File: src/rtl/err_sev_pkg.sv
package err_sev_pkg;

    localparam int DW   = 16;
    localparam int AW   = 4;
    localparam int NCLS = 3;

    typedef enum logic [1:0] {
        CLS_COR = 2'd0,
        CLS_NF  = 2'd1,
        CLS_FAT = 2'd2
    } err_cls_e;

    localparam logic [AW-1:0] A_COR_STS = 4'd0;
    localparam logic [AW-1:0] A_COR_MSK = 4'd1;
    localparam logic [AW-1:0] A_UNC_STS = 4'd2;
    localparam logic [AW-1:0] A_UNC_MSK = 4'd3;
    localparam logic [AW-1:0] A_UNC_SEV = 4'd4;
    localparam logic [AW-1:0] A_COR_LOG = 4'd5;
    localparam logic [AW-1:0] A_UNC_LOG = 4'd6;
    localparam logic [AW-1:0] A_G_STS   = 4'd7;
    localparam logic [AW-1:0] A_G_MSK   = 4'd8;
    localparam logic [AW-1:0] A_G_LOG0  = 4'd9;
    localparam logic [AW-1:0] A_EVMAP   = 4'd12;

    typedef struct packed {
        logic [7:0] idx;
        logic       nv;
        logic       fv;
    } flog_t;

    function automatic logic [DW-1:0] flog_word(flog_t l);
        return {l.idx, 6'b0, l.nv, l.fv};
    endfunction

endpackage

File: src/rtl/err_fn_log.sv
module err_fn_log
    import err_sev_pkg::*;
#(
    parameter int N = 4
) (
    input  logic         clk,
    input  logic         rst,
    input  logic [N-1:0] ev_i,
    input  logic         clr_first_i,
    input  logic         clr_next_i,
    output flog_t        log_o
);

    flog_t      q, d;
    logic [7:0] low_idx;
    logic       multi;

    always_comb begin
        low_idx = '0;
        for (int k = N - 1; k >= 0; k--) begin
            if (ev_i[k]) low_idx = 8'(k);
        end
    end

    assign multi = |(ev_i & (ev_i - N'(1)));

    always_comb begin
        d    = q;
        d.fv = q.fv & ~clr_first_i;
        d.nv = q.nv & ~clr_first_i & ~clr_next_i;
        if (|ev_i) begin
            if (!d.fv) begin
                d.fv  = 1'b1;
                d.idx = low_idx;
                d.nv  = d.nv | multi;
            end else begin
                d.nv  = 1'b1;
            end
        end
    end

    always_ff @(posedge clk) begin
        if (rst) q <= '0;
        else     q <= d;
    end

    assign log_o = q;

endmodule

File: src/rtl/err_evt_route.sv
module err_evt_route
    import err_sev_pkg::*;
(
    input  logic                 clk,
    input  logic                 rst,
    input  logic [NCLS-1:0]      act_i,
    input  logic [2*NCLS-1:0]    map_i,
    output logic                 nmi_o,
    output logic                 smi_o,
    output logic [NCLS-1:0]      err_n_o
);

    logic [NCLS-1:0] nmi_sel, smi_sel;

    generate
        for (genvar c = 0; c < NCLS; c++) begin : g_cls
            assign nmi_sel[c] = act_i[c] & map_i[2*c];
            assign smi_sel[c] = act_i[c] & map_i[2*c+1];
        end
    endgenerate

    always_ff @(posedge clk) begin
        if (rst) begin
            nmi_o   <= 1'b0;
            smi_o   <= 1'b0;
            err_n_o <= '1;
        end else begin
            nmi_o   <= |nmi_sel;
            smi_o   <= |smi_sel;
            err_n_o <= ~act_i;
        end
    end

endmodule

File: src/rtl/err_sev_agg.sv
module err_sev_agg
    import err_sev_pkg::*;
#(
    parameter int N_COR = 4,
    parameter int N_UNC = 4
) (
    input  logic             clk,
    input  logic             rst,
    input  logic [N_COR-1:0] cor_err_i,
    input  logic [N_UNC-1:0] unc_err_i,
    input  logic             wr_en_i,
    input  logic [3:0]       addr_i,
    input  logic [15:0]      wdata_i,
    output logic [15:0]      rdata_o,
    output logic             nmi_o,
    output logic             smi_o,
    output logic [2:0]       err_n_o
);

    localparam int NMAX = (N_COR > N_UNC) ? N_COR : N_UNC;

    logic [N_COR-1:0]     cor_sts_q, cor_msk_q, cor_ev;
    logic [N_UNC-1:0]     unc_sts_q, unc_msk_q, unc_sev_q, unc_ev;
    logic [NCLS-1:0]      gsts_q, gmsk_q, cls_hit, act;
    logic [2*NCLS-1:0]    map_q;
    logic [NMAX-1:0]      gev [NCLS];
    flog_t                cor_log, unc_log;
    flog_t                glog [NCLS];

    function automatic logic wsel(logic [3:0] a);
        return wr_en_i && (addr_i == a);
    endfunction

    // Local event qualification and class split
    assign cor_ev = cor_err_i & ~cor_msk_q;
    assign unc_ev = unc_err_i & ~unc_msk_q;

    assign cls_hit[CLS_COR] = |cor_ev;
    assign cls_hit[CLS_NF]  = |(unc_ev & ~unc_sev_q);
    assign cls_hit[CLS_FAT] = |(unc_ev & unc_sev_q);

    assign gev[CLS_COR] = NMAX'(cor_ev)              & {NMAX{~gmsk_q[CLS_COR]}};
    assign gev[CLS_NF]  = NMAX'(unc_ev & ~unc_sev_q) & {NMAX{~gmsk_q[CLS_NF]}};
    assign gev[CLS_FAT] = NMAX'(unc_ev & unc_sev_q)  & {NMAX{~gmsk_q[CLS_FAT]}};

    assign act = gsts_q & ~gmsk_q;

    // Status, mask, severity and map registers
    always_ff @(posedge clk) begin
        if (rst) begin
            cor_sts_q <= '0;
            cor_msk_q <= '0;
            unc_sts_q <= '0;
            unc_msk_q <= '0;
            unc_sev_q <= '0;
            gsts_q    <= '0;
            gmsk_q    <= '0;
            map_q     <= '0;
        end else begin
            cor_sts_q <= (cor_sts_q & ~(wsel(A_COR_STS) ? wdata_i[N_COR-1:0] : '0)) | cor_err_i;
            unc_sts_q <= (unc_sts_q & ~(wsel(A_UNC_STS) ? wdata_i[N_UNC-1:0] : '0)) | unc_err_i;
            gsts_q    <= (gsts_q & ~(wsel(A_G_STS) ? wdata_i[NCLS-1:0] : '0)) | cls_hit;
            if (wsel(A_COR_MSK)) cor_msk_q <= wdata_i[N_COR-1:0];
            if (wsel(A_UNC_MSK)) unc_msk_q <= wdata_i[N_UNC-1:0];
            if (wsel(A_UNC_SEV)) unc_sev_q <= wdata_i[N_UNC-1:0];
            if (wsel(A_G_MSK))   gmsk_q    <= wdata_i[NCLS-1:0];
            if (wsel(A_EVMAP))   map_q     <= wdata_i[2*NCLS-1:0];
        end
    end

    // Local first/next logs
    err_fn_log #(.N(N_COR)) u_cor_log (
        .clk         (clk),
        .rst         (rst),
        .ev_i        (cor_ev),
        .clr_first_i (wsel(A_COR_LOG) && wdata_i[0]),
        .clr_next_i  (wsel(A_COR_LOG) && wdata_i[1]),
        .log_o       (cor_log)
    );

    err_fn_log #(.N(N_UNC)) u_unc_log (
        .clk         (clk),
        .rst         (rst),
        .ev_i        (unc_ev),
        .clr_first_i (wsel(A_UNC_LOG) && wdata_i[0]),
        .clr_next_i  (wsel(A_UNC_LOG) && wdata_i[1]),
        .log_o       (unc_log)
    );

    // Global per-class first/next logs
    generate
        for (genvar c = 0; c < NCLS; c++) begin : g_glog
            localparam logic [3:0] LA = A_G_LOG0 + 4'(c);
            err_fn_log #(.N(NMAX)) u_glog (
                .clk         (clk),
                .rst         (rst),
                .ev_i        (gev[c]),
                .clr_first_i (wsel(LA) && wdata_i[0]),
                .clr_next_i  (wsel(LA) && wdata_i[1]),
                .log_o       (glog[c])
            );
        end
    endgenerate

    // Event map and output pins
    err_evt_route u_route (
        .clk     (clk),
        .rst     (rst),
        .act_i   (act),
        .map_i   (map_q),
        .nmi_o   (nmi_o),
        .smi_o   (smi_o),
        .err_n_o (err_n_o)
    );

    // Registered read port
    always_ff @(posedge clk) begin
        if (rst) begin
            rdata_o <= '0;
        end else begin
            unique case (addr_i)
                A_COR_STS: rdata_o <= 16'(cor_sts_q);
                A_COR_MSK: rdata_o <= 16'(cor_msk_q);
                A_UNC_STS: rdata_o <= 16'(unc_sts_q);
                A_UNC_MSK: rdata_o <= 16'(unc_msk_q);
                A_UNC_SEV: rdata_o <= 16'(unc_sev_q);
                A_COR_LOG: rdata_o <= flog_word(cor_log);
                A_UNC_LOG: rdata_o <= flog_word(unc_log);
                A_G_STS:   rdata_o <= 16'(gsts_q);
                A_G_MSK:   rdata_o <= 16'(gmsk_q);
                4'd9:      rdata_o <= flog_word(glog[0]);
                4'd10:     rdata_o <= flog_word(glog[1]);
                4'd11:     rdata_o <= flog_word(glog[2]);
                A_EVMAP:   rdata_o <= 16'(map_q);
                default:   rdata_o <= '0;
            endcase
        end
    end

endmodule

File: config.mk
export PLATFORM = sky130hd
export DESIGN_NAME = err_sev_agg
export DESIGN_NICKNAME = d
export VERILOG_FILES = /design/src/rtl/err_sev_pkg.sv /design/src/rtl/err_fn_log.sv /design/src/rtl/err_evt_route.sv /design/src/rtl/err_sev_agg.sv
export SDC_FILE = /design/constraint.sdc
export NUM_CORES = 1
export LEC_CHECK = 0
export ABC_CLOCK_PERIOD_IN_PS = 4300
export BUFFER_PORTS_ARGS = -buffer_cell sky130_fd_sc_hd__buf_2
export CAP_MARGIN = 20
export CORE_ASPECT_RATIO = 0.75
export CORE_MARGIN = 2
export CORE_UTILIZATION = 40
export CTS_BUF_LIST = sky130_fd_sc_hd__clkbuf_4 sky130_fd_sc_hd__clkbuf_8
export CTS_CLUSTER_SIZE = 8
export DETAILED_ROUTE_END_ITERATION = 8
export PLACE_DENSITY = 0.62
export SLEW_MARGIN = 20
export SYNTH_ARGS = -nofsm -noshare
export SYNTH_HDL_FRONTEND = slang
export SYNTH_SLANG_ARGS = --single-unit
File: constraint.sdc
create_clock -name clk -period 4.3 [get_ports clk]
set_clock_uncertainty 0.05 [all_clocks]
set_input_delay 0.215 -clock clk [delete_from_list [all_inputs] [get_ports clk]]
set_output_delay 0.215 -clock clk [all_outputs]
set_load 0.05 [all_outputs]
; Yosys cells after proc, flatten, opt, wreduce, memory -nomap -nowiden
; Cells that the tools add are included.
[classes]
bitwise = 71
add_sub_neg = 5
muxes = 34
n_reduce_logical = 43
n_eq_ne = 12
[ops]
columns = op, n
row1 = case mux 10 bit (13 select lines), 1
row2 = bitwise AND 4 bit, 14
row3 = two-way mux 2 bit, 25
row4 = OR reduction 4 bit, 12
row5 = logical AND 1 bit, 23
row6 = bitwise AND 1 bit, 21
row7 = "equality test 4 bit, second input constant", 5
row8 = NOT 4 bit, 5
row9 = "subtractor 4 x 1 -> 4 bit, second input constant", 5
row10 = NOT 1 bit, 18
row11 = "equality test 4 x 3 -> 1 bit, second input constant", 4
row12 = AND reduction 2 bit, 5
row13 = NOT 3 bit, 3
row14 = "equality test 4 x 2 -> 1 bit, second input constant", 2
row15 = two-way mux 4 bit, 2
row16 = OR 4 bit, 2
row17 = bitwise AND 3 bit, 2
row18 = OR reduction 3 bit, 2
row19 = two-way mux 1 bit, 5
row20 = OR 1 bit, 5
row21 = "equality test 4 x 1 -> 1 bit, second input constant", 1
row22 = logical NOT 4 bit, 1
row23 = two-way mux 3 bit, 1
row24 = OR 3 bit, 1
[totals]
wordCells = 192
inputBits = 31
ff_bits = 73
output_inout_bits = 21

; Longest topological paths before layout
; Gate-level depths: netlist of the first run.
[logic_depth]
word_depth = 10
ltp_mapped = 7
depth_no_buf = 5

; Hierarchy
; Synthesis of the first run repeated with hierarchy kept, for this count alone.
[unflattened]
cells_unflattened = 475
hier_area_um2 = 3958.8
[by_module_without_submodules]
columns = module, area_per_inst_um2, n_inst, cells_per_inst, seq_area_each_um2
row1 = err_sev_agg, 2578.7, 1, 313, 920.9
row2 = err_fn_log, 246.5, 5, 30, 80.1
row3 = err_evt_route, 147.6, 1, 12, 100.1

; Worst setup path before layout of the first run
; No wires, ideal clock.
[synth_timing]
path_type = register -> register
startpoint = register unc_sev_q[2]
endpoint = register g_glog[1].u_glog.q, in the netlist g_glog[1].u_glog.log_o[2]
synth_period_minus_slack_ns = 1.530
setup_ns = 0.128
path_stages_with_launch = 6
arrival_ns = 1.352
path_buffers = 0
required_time_ns = 4.122
slack_ns = 2.770
cell_sequence = dfxtp_1 or3b_4 a41o_1 nor2b_2 mux2i_1 nor2_1
[synth_between]
elab_chain_len = 6
word_cells_on_any_way = 8
cone_classes = mux (3) / bitwise (3) / reduce/logical (2)
[synth_lines]
columns = element, line_no
row1 = "start, declared", err_sev_agg.sv:23  ; logic [N_UNC-1:0] unc_sts_q, unc_msk_q, unc_sev_q, unc_ev;
row2 = "start signal, assigned", err_sev_agg.sv:65  ; if (wsel(A_UNC_SEV)) unc_sev_q <= wdata_i[N_UNC-1:0];
row3 = NOT 4 bit (*), err_sev_agg.sv:43  ; assign gev[CLS_NF] = NMAX'(unc_ev & ~unc_sev_q) & {NMAX{~gmsk_q[CLS_NF]}};
row4 = bitwise AND 4 bit (*) (2 in a row), err_sev_agg.sv:43
row5 = two-way mux 2 bit (3 in a row), err_fn_log.sv:21  ; if (ev_i[k]) low_idx = 8'(k);
row6 = "end signal, assigned", err_fn_log.sv:43  ; if (rst) q <= '0;
row7 = "end signal, assigned", err_fn_log.sv:44  ; else q <= d;
row8 = "end, declared", err_fn_log.sv:14  ; flog_t q, d;
; Mark *: on every way between the ends. The rest lies on a longest branch, timed or not.
; A chain may end at the register's enable or synchronous reset.

; Worst setup path after layout of the first run
[layout_timing]
startpoint = input port addr_i[0]
endpoint = register g_glog[2].u_glog.q, in the netlist g_glog[2].u_glog.log_o[1]
[layout_between]
elab_chain_len = 9
word_cells_on_any_way = 12
cone_classes = eq/ne (1) / mux (2) / bitwise (6) / reduce/logical (3)
[layout_lines]
columns = element, line_no
row1 = "start, declared", err_sev_agg.sv:12  ; input logic [3:0] addr_i,
row2 = equality test 4 bit (*), err_sev_agg.sv:31  ; return wr_en_i && (addr_i == a);
row3 = logical AND 1 bit (*), err_sev_agg.sv:31
row4 = logical AND 1 bit, err_sev_agg.sv:98  ; .clr_first_i (wsel(LA) && wdata_i[0]),
row5 = NOT 1 bit, "err_fn_log.sv:29, err_fn_log.sv:30"
row6 = bitwise AND 1 bit (2 in a row), err_fn_log.sv:30  ; d.nv = q.nv & ~clr_first_i & ~clr_next_i;
row7 = OR 1 bit, err_fn_log.sv:35  ; d.nv = d.nv | multi;
row8 = two-way mux 1 bit, err_fn_log.sv:32  ; if (!d.fv) begin
row9 = two-way mux 2 bit (*), err_fn_log.sv:31  ; if (|ev_i) begin
row10 = "end signal, assigned", err_fn_log.sv:43
row11 = "end signal, assigned", err_fn_log.sv:44
row12 = "end, declared", err_fn_log.sv:14
; Marked as above.

==> results.md, run 1 <==
- Status: complete, no violations
- Worst R2R End: g_glog[2].u_glog.log_o[2]$_SDFFE_PP0P_
- Net Sw Frac: 27.0%
- WL final: 9160 um
- CTS Root Cell: clkbuf_8
- Power per cell area: 384 nW/um^2
- Final Hold Viols: 0
- Crit path max fanout: 26
- Largest net degree at the start of global routing: 61
- Fin cells: 533
- CP Data Arrival Time: 1.89 ns
- Tightest Pin Transition: 0.622 ns
- Gr ovfl total: 0
- Reg2Reg Depth: 5
- Placed Area: 3440 sq um
- First drt pass iteration count: 5
- Clock power share: 41.9%
- Syn avg cell area: 8.19 sq um
- Initial antenna violation count: 0
- Setup CP Type: in -> reg
- Reg2reg start: unc_msk_q[1]$_SDFFE_PP0P_
- # diodes: 0
- Async SR Flop Fraction: 0%
- Max Cap Violations: 0
- Routed length per instance: 17.2 um
- Layout cell share with drive strength beyond 1: 15.4%
- TritonCTS Buffers: 9
- Reg clk slew, reported paths: 0.07 ns
- Final instance area: 3670 sq um
- Clk buf depth: 2
- Post-synth design cell area: 3270 sq um
- Residual DRC count: 0
- First-pass GRT wire length: 14,800 um
- Share of total power in combinational logic: 12.7%
- Max Freq: 580 MHz
- Hold Crit Depth: 3
- Initial core utilization: 41.3%
- Die height: 82.3 um
- Ys Warns: 0
- Die W: 108 um
- DRT iter0 DRCs: 320
- Final min period: 1.72 ns
- CTS resizes: 0
- Post-CTS setup buffer count: 0
- Reg2reg setup slack: 2.60 ns
- Final Net Count: 454
- Core area: 7920 sq um
- Cell count after synthesis: 399
- Reg power frac: 45.5%
- Vias in the first global route: 2,703
- Leak: 0.00153 uW
- Distinct cells, synth: 61
- Worst Min Path Start: cor_err_i[1]
- Peak supply drop: 0.000331 V
- Sw Pwr: 380 uW
- Final setup fails: 0
- Int Pwr: 1030 uW
- GRT Total Usage: 22.4%
- RSZ-0062 raised after global routing: no
- Cts hold-fix bufs: 0
- Predominant post-synthesis flop cell: dfxtp_1
- Register area share after synthesis: 39.8%
- Slew HR: 58.5%
- Layout area overhead: 12.3%
- WP data required: 4.47 ns
- Setup TNS Final: 0 ns
- Critical Path Start Type: input port
- Inst Count DP: 517
- Max-slew violations: 0
- # IOs: 52
- Clock Latency Late Sink: 0.36 ns
- Hold/Removal Path Class: in -> reg
- Htree depth: 3
- EDFF count, synth: 0
- Antenna Nets Post-Route: 0
- Via/cell ratio: 5.66
- Detail Placement HPWL: 6590 um
- DIE AREA: 8920 sq um
- FF+latch count, synth: 65
- Worst setup EP type: flop
- Worst hold endpoint: cor_sts_q[1]$_SDFF_PP0_
- CTS tree: built
- Total clock sinks: 65
- Port Buf Inserts: 33
- Std cell rows: 28
- Via count: 3,015
- Tcrit/Tclk final: 40.1%
- GP Congestion: 0.863
[critical path: stages]
cell and delay [ns]:
buf_2 0.46, nand2_1 0.29, o21ai_1 0.41, o21ai_0 0.15, o21ai_0 0.25, a21oi_1 0.10
[synth_stat cells (all sizes together) (5+ instances only)]
| cell type | n | area share (%) |
|---|---|---|
| dfxtp | 65 | 40 |
| nor2 | 65 | 7.6 |
| a21oi | 53 | 8.1 |
| nand2 | 29 | 3.3 |
| o21ai | 24 | 3.9 |
| buf | 18 | 3.5 |
| mux2i | 14 | 4.3 |
| nand2b | 14 | 2.7 |
| nor2b | 12 | 2.4 |
| clkbuf | 9 | 1.0 |
| nand3 | 6 | 0.92 |
| inv | 5 | 0.57 |
[power groups by stage]
stage          combinational [uW]  clock, uW  sequential [uW]
2_1_floorplan                 128          0              659
3_3_place_gp                  173          0              653
3_5_place_dp                  176          0              654
4_1_cts                       177        602              640
5_1_grt                       196        632              642
6_report                      178        590              640
[stage by stage]
stage               hold WS, ns  setup slack [ns]  total power (uW)  utilization [%]
detailed placement        0.406              2.21               829             43.5
global route             0.0237              2.45              1470             46.4
floorplan                 0.282              2.77               787                -
global placement          0.394              2.25               826             43.5
CTS                      0.0243              2.55              1420             46.3
finish                   0.0386              2.58              1410             46.4
[flip-flops by register name, summed over array words and instances, names as in the netlist, 4 cells and up]
name,flops
map_q,6
rdata_o,8
cor_msk_q,4
u_cor_log.log_o,4
unc_sev_q,4
g_glog.u_glog.log_o,12
u_unc_log.log_o,4
unc_msk_q,4
unc_sts_q,4
cor_sts_q,4
[how the worst max path moves through the flow]
| stage | startpoint | endpoint | slack, ns |
|---|---|---|---|
| after floorplan | unc_sev_q[2]$_SDFFE_PP0P_ | g_glog[1].u_glog.log_o[2]$_SDFFE_PP0P_ | 2.77 |
| after global placement | addr_i[0] | g_glog[2].u_glog.log_o[1]$_SDFF_PP0_ | 2.25 |
| after detailed placement | addr_i[0] | g_glog[2].u_glog.log_o[1]$_SDFF_PP0_ | 2.21 |
| after CTS | unc_msk_q[1]$_SDFFE_PP0P_ | g_glog[2].u_glog.log_o[1]$_SDFF_PP0_ | 2.55 |
| after global routing | addr_i[2] | u_unc_log.log_o[2]$_SDFFE_PP0P_ | 2.45 |
| final | addr_i[0] | g_glog[2].u_glog.log_o[1]$_SDFF_PP0_ | 2.58 |
[routing by layer]
layer,vias to the layer above,global-route usage (%),wire length (um)
li1,1458,-,-
met3,16,6.51,794
met5,-,0,0
met4,0,7.69,127
met1,1408,32.5,4400
met2,133,31.4,3850
[area by class of cell]
class                      instances  area (sq um)
clock buffer                      11           145
clock inverter                     5          78.8
fill                             823          4250
inverter                           5          18.8
multi-input combinational        309          1830
sequential                        65          1300
tap                              105           131
timing repair buffer              33           168
[cells by family after synthesis]
logic type,count (synthesis),synth area share [%]
adder cells (fa/ha/maj),2,0.612
multiplexers,17,5.32
flip-flops,65,39.8
other,1,0.115
AND/OR/NAND/NOR,159,25.0
buffers and inverters,32,5.09
AO/OA/AOI/OAI,123,24.0
[cells in the final DEF, fill, tap and decap left out, types with 2 or more instances in the layout]
cell type / n
a21o_1: 2
or3b_1: 3
a22oi_1: 4
nand3_1: 6
o22a_1: 3
o21a_1: 3
nor2_2: 2
o21ai_2: 2
o22ai_1: 2
mux2_2: 3
a31oi_1: 3
a21boi_0: 2
buf_2: 32
bufinv_16: 2
nor2b_1: 11
dfxtp_1: 65
nand2_1: 29
o21ai_0: 21
nor3b_1: 4
clkbuf_8: 10
a21oi_1: 53
and3b_1: 3
nor2_1: 63
nand4_1: 2
a22o_1: 3
and3_1: 4
a211oi_1: 4
or2b_1: 3
inv_1: 5
maj3_1: 2
nand3b_1: 4
o211ai_1: 3
nor4b_1: 2
clkinv_2: 2
a32oi_1: 4
nand2b_1: 14
mux2i_1: 14
conb_1: 8
Note: power is estimated with default switching activity, not from simulation.
==> run 2, diff against run 1 <==
--- a/config.mk
+++ b/config.mk
@@ -5,7 +5,7 @@
 export SDC_FILE = /design/constraint.sdc
 export NUM_CORES = 1
 export LEC_CHECK = 0
-export ABC_CLOCK_PERIOD_IN_PS = 4300
+export ABC_CLOCK_PERIOD_IN_PS = 1800
 export BUFFER_PORTS_ARGS = -buffer_cell sky130_fd_sc_hd__buf_2
 export CAP_MARGIN = 20
 export CORE_ASPECT_RATIO = 0.75
==> constraint.sdc (replaced) <==
create_clock -name clk -period 1.8 [get_ports clk]
set_clock_uncertainty 0.05 [all_clocks]
set_input_delay 0.09 -clock clk [delete_from_list [all_inputs] [get_ports clk]]
set_output_delay 0.09 -clock clk [all_outputs]
set_load 0.05 [all_outputs]
==> results.md, run 2 (synthesis gave the netlist of run 1 again) <==
- Status: complete, no violations (unchanged)
- Max-slew violations: 0 (unchanged)
- First-pass GRT wire length: 14,800 um (about the same)
- Via/cell ratio: 5.55 (was 5.66)
- # fillers: 821 (was 823)
- Setup TNS Final: 0 ns (unchanged)
- Initial antenna violation count: 0 (unchanged)
- Critical Path Start Type: flop (was input port)
- Crit. path cell count: 5 (was 6)
- Std cell rows: 28 (unchanged)
- Reg2reg setup slack: 0.14 ns (was 2.60 ns)
- Setup CP Type: reg -> reg (was in -> reg)
- Final Hold Viols: 0 (unchanged)
- Commonest non-fill, non-tap cell in the layout: dfxtp_1 (unchanged)
- WL final: 9220 um (was 9160 um)
- DRT iter0 DRCs: 353 (was 320)
- Htree depth: 3 (unchanged)
- Max Cap Violations: 0 (unchanged)
- Die W: 108 um (unchanged)
- Port Buf Inserts: 33 (unchanged)
- Worst setup margin: 0.136 ns (was 2.58 ns)
- Crit path max fanout: 6 (was 26)
- Reg clk slew, reported paths: 0.06 ns (was 0.07 ns)
- Via count: 3,099 (was 3,015)
- Worst hold endpoint: cor_sts_q[2]$_SDFF_PP0_ (was cor_sts_q[1]$_SDFF_PP0_)
- Core area: 7920 sq um (unchanged)
- Critical path's top delay family: compound AO/OA/AOI/OAI gates (unchanged)
- Reg2Reg Depth: 5 (unchanged)
- Max reg flops: 12 (unchanged)
- Reg2reg start: unc_msk_q[1]$_SDFFE_PP0P_ (unchanged)
- Final Net Count: 479 (was 454)
- Hold/Removal Path Class: in -> reg (unchanged)
- Most frequent cells in the layout: dfxtp_1 (65), nor2_1 (63), a21oi_1 (53) (unchanged)
- CP Buf/Inv Count: 0 (was 1)
- Routed length per instance: 16.5 um (was 17.2 um)
- WP data required: 2.03 ns (was 4.47 ns)
- # IOs: 52 (unchanged)
- CTS resizes: 0 (unchanged)
- RSZ-0062 raised after global routing: no (unchanged)
- Antenna Nets Post-Route: 0 (unchanged)
- Hold Crit Depth: 4 (was 3)
- Final min period: 1.66 ns
- Critical Path, Cell by Cell: and3b_1, a2111oi_4, nor2_1, a21bo_2, a21oi_1 (was buf_2, nand2_1, o21ai_1, o21ai_0, o21ai_0, a21oi_1)
- Residual DRC count: 0 (unchanged)
- First drt pass iteration count: 5 (unchanged)
- Peak supply drop: 0.000473 V (was 0.000331 V)
- GRT Total Usage: 22.3% (was 22.4%)
- Final setup fails: 0 (unchanged)
- Worst Min Path Start: wdata_i[2] (was cor_err_i[1])
- Clock Latency Late Sink: 0.35 ns (was 0.36 ns)
- Vias in the first global route: 2,839 (was 2,703)
- CP Data Arrival Time: 1.90 ns (was 1.89 ns)
- Layout cell share with drive strength beyond 1: 17.7% (was 15.4%)
- Largest net degree at the start of global routing: 33 (was 61)
- Detail Placement HPWL: 6860 um (was 6590 um)
- Initial core utilization: 41.3% (unchanged)
- # diodes: 0 (unchanged)
- Total clock sinks: 65 (unchanged)
- Worst R2R End: g_glog[2].u_glog.log_o[2]$_SDFFE_PP0P_ (unchanged)
- Layout area overhead: 17.9% (was 12.3%)
- GP Congestion: 0.909 (was 0.863)
- TritonCTS Buffers: 9 (unchanged)
- Worst setup EP type: flop (unchanged)
- DIE AREA: 8920 sq um (unchanged)
- CTS Root Cell: clkbuf_8 (unchanged)
- Pre-CTS WS: 0.176 ns (was 2.21 ns)
- Gr ovfl total: 0 (unchanged)
- Max Freq: 601 MHz
- Power per cell area: 833 nW/um^2 (was 384 nW/um^2)
- Leak: 0.00163 uW (was 0.00153 uW)
- Die height: 82.3 um (unchanged)
- Tcrit/Tclk final: 92.5%
- Slowest-stage cell, CP: dfxtp_1 (was buf_2)
- CTS tree: built (unchanged)
- Clk buf depth: 2 (unchanged)
- CP max stage delay: 0.42 ns (was 0.46 ns)
[run 2: what timing repair did]
item / CTS / global route
hold endpoints to repair: 11 / 0
hold buffers: 11 / 0
setup buffers: 0 / 0
[run 2: how the worst max path moves through the flow]
stage / start / endpoint / slack [ns]
after global routing: unc_msk_q[1]$_SDFFE_PP0P_ / g_glog[2].u_glog.log_o[2]$_SDFFE_PP0P_ / 0.04
after floorplan: unc_sev_q[2]$_SDFFE_PP0P_ / g_glog[1].u_glog.log_o[2]$_SDFFE_PP0P_ / 0.27
after CTS: unc_sev_q[2]$_SDFFE_PP0P_ / g_glog[1].u_glog.log_o[2]$_SDFFE_PP0P_ / 0.16
final: unc_msk_q[1]$_SDFFE_PP0P_ / g_glog[2].u_glog.log_o[2]$_SDFFE_PP0P_ / 0.14
after global placement: unc_sev_q[2]$_SDFFE_PP0P_ / g_glog[1].u_glog.log_o[2]$_SDFFE_PP0P_ / 0.20
after detailed placement: unc_sev_q[2]$_SDFFE_PP0P_ / g_glog[1].u_glog.log_o[2]$_SDFFE_PP0P_ / 0.18
[run 2: metal layers]
metal	track usage, %	vias up	part of all wire (%)
met1	31.9	1447	48
li1	-	1499	-
met5	0	-	0
met2	31.6	132	42
met3	6.91	21	8.5
met4	7.18	0	1.8
[run 2: per-stage QoR]
stage	instance area [sq um]	std cells	power [uW]	hold slack (ns)	utilization, %
2_1_floorplan	3300	406	1880	0.157	-
3_3_place_gp	3550	531	2000	0.270	44.8
3_5_place_dp	3550	531	2000	0.271	44.8
4_1_cts	3860	558	3240	0.0450	48.7
5_1_grt	3860	558	3340	0.0514	48.7
6_report	3860	558	3210	0.0601	48.7
[run 2: cell type report]
| type | count | area [sq um] | share of cell area, % |
|---|---|---|---|
| inverter | 5 | 18.8 | 0.487 |
| timing repair buffer | 58 | 380 | 9.86 |
| clock inverter | 2 | 10.0 | 0.260 |
| multi-input combinational | 309 | 1830 | 47.4 |
| sequential | 65 | 1300 | 33.7 |
| tap | 105 | 131 | 3.41 |
| clock buffer | 14 | 186 | 4.83 |
[run 2: power breakdown]
| group | switching (uW) | total, uW | leakage (uW) | internal [uW] |
|---|---|---|---|---|
| Clock | 551 | 1210 | 0.000106 | 662 |
| Combinational | 300 | 467 | 0.000988 | 167 |
| Sequential | 37.3 | 1530 | 0.000533 | 1490 |
| Total | 888 | 3210 | 0.00163 | 2320 |
[run 2: worst register-to-register path, cell delays in order, from the launching register on]
cell and delay [ns]:
dfxtp_1 0.42, and3b_1 0.27, a2111oi_4 0.37, nor2_1 0.15, a21bo_2 0.22, a21oi_1 0.11
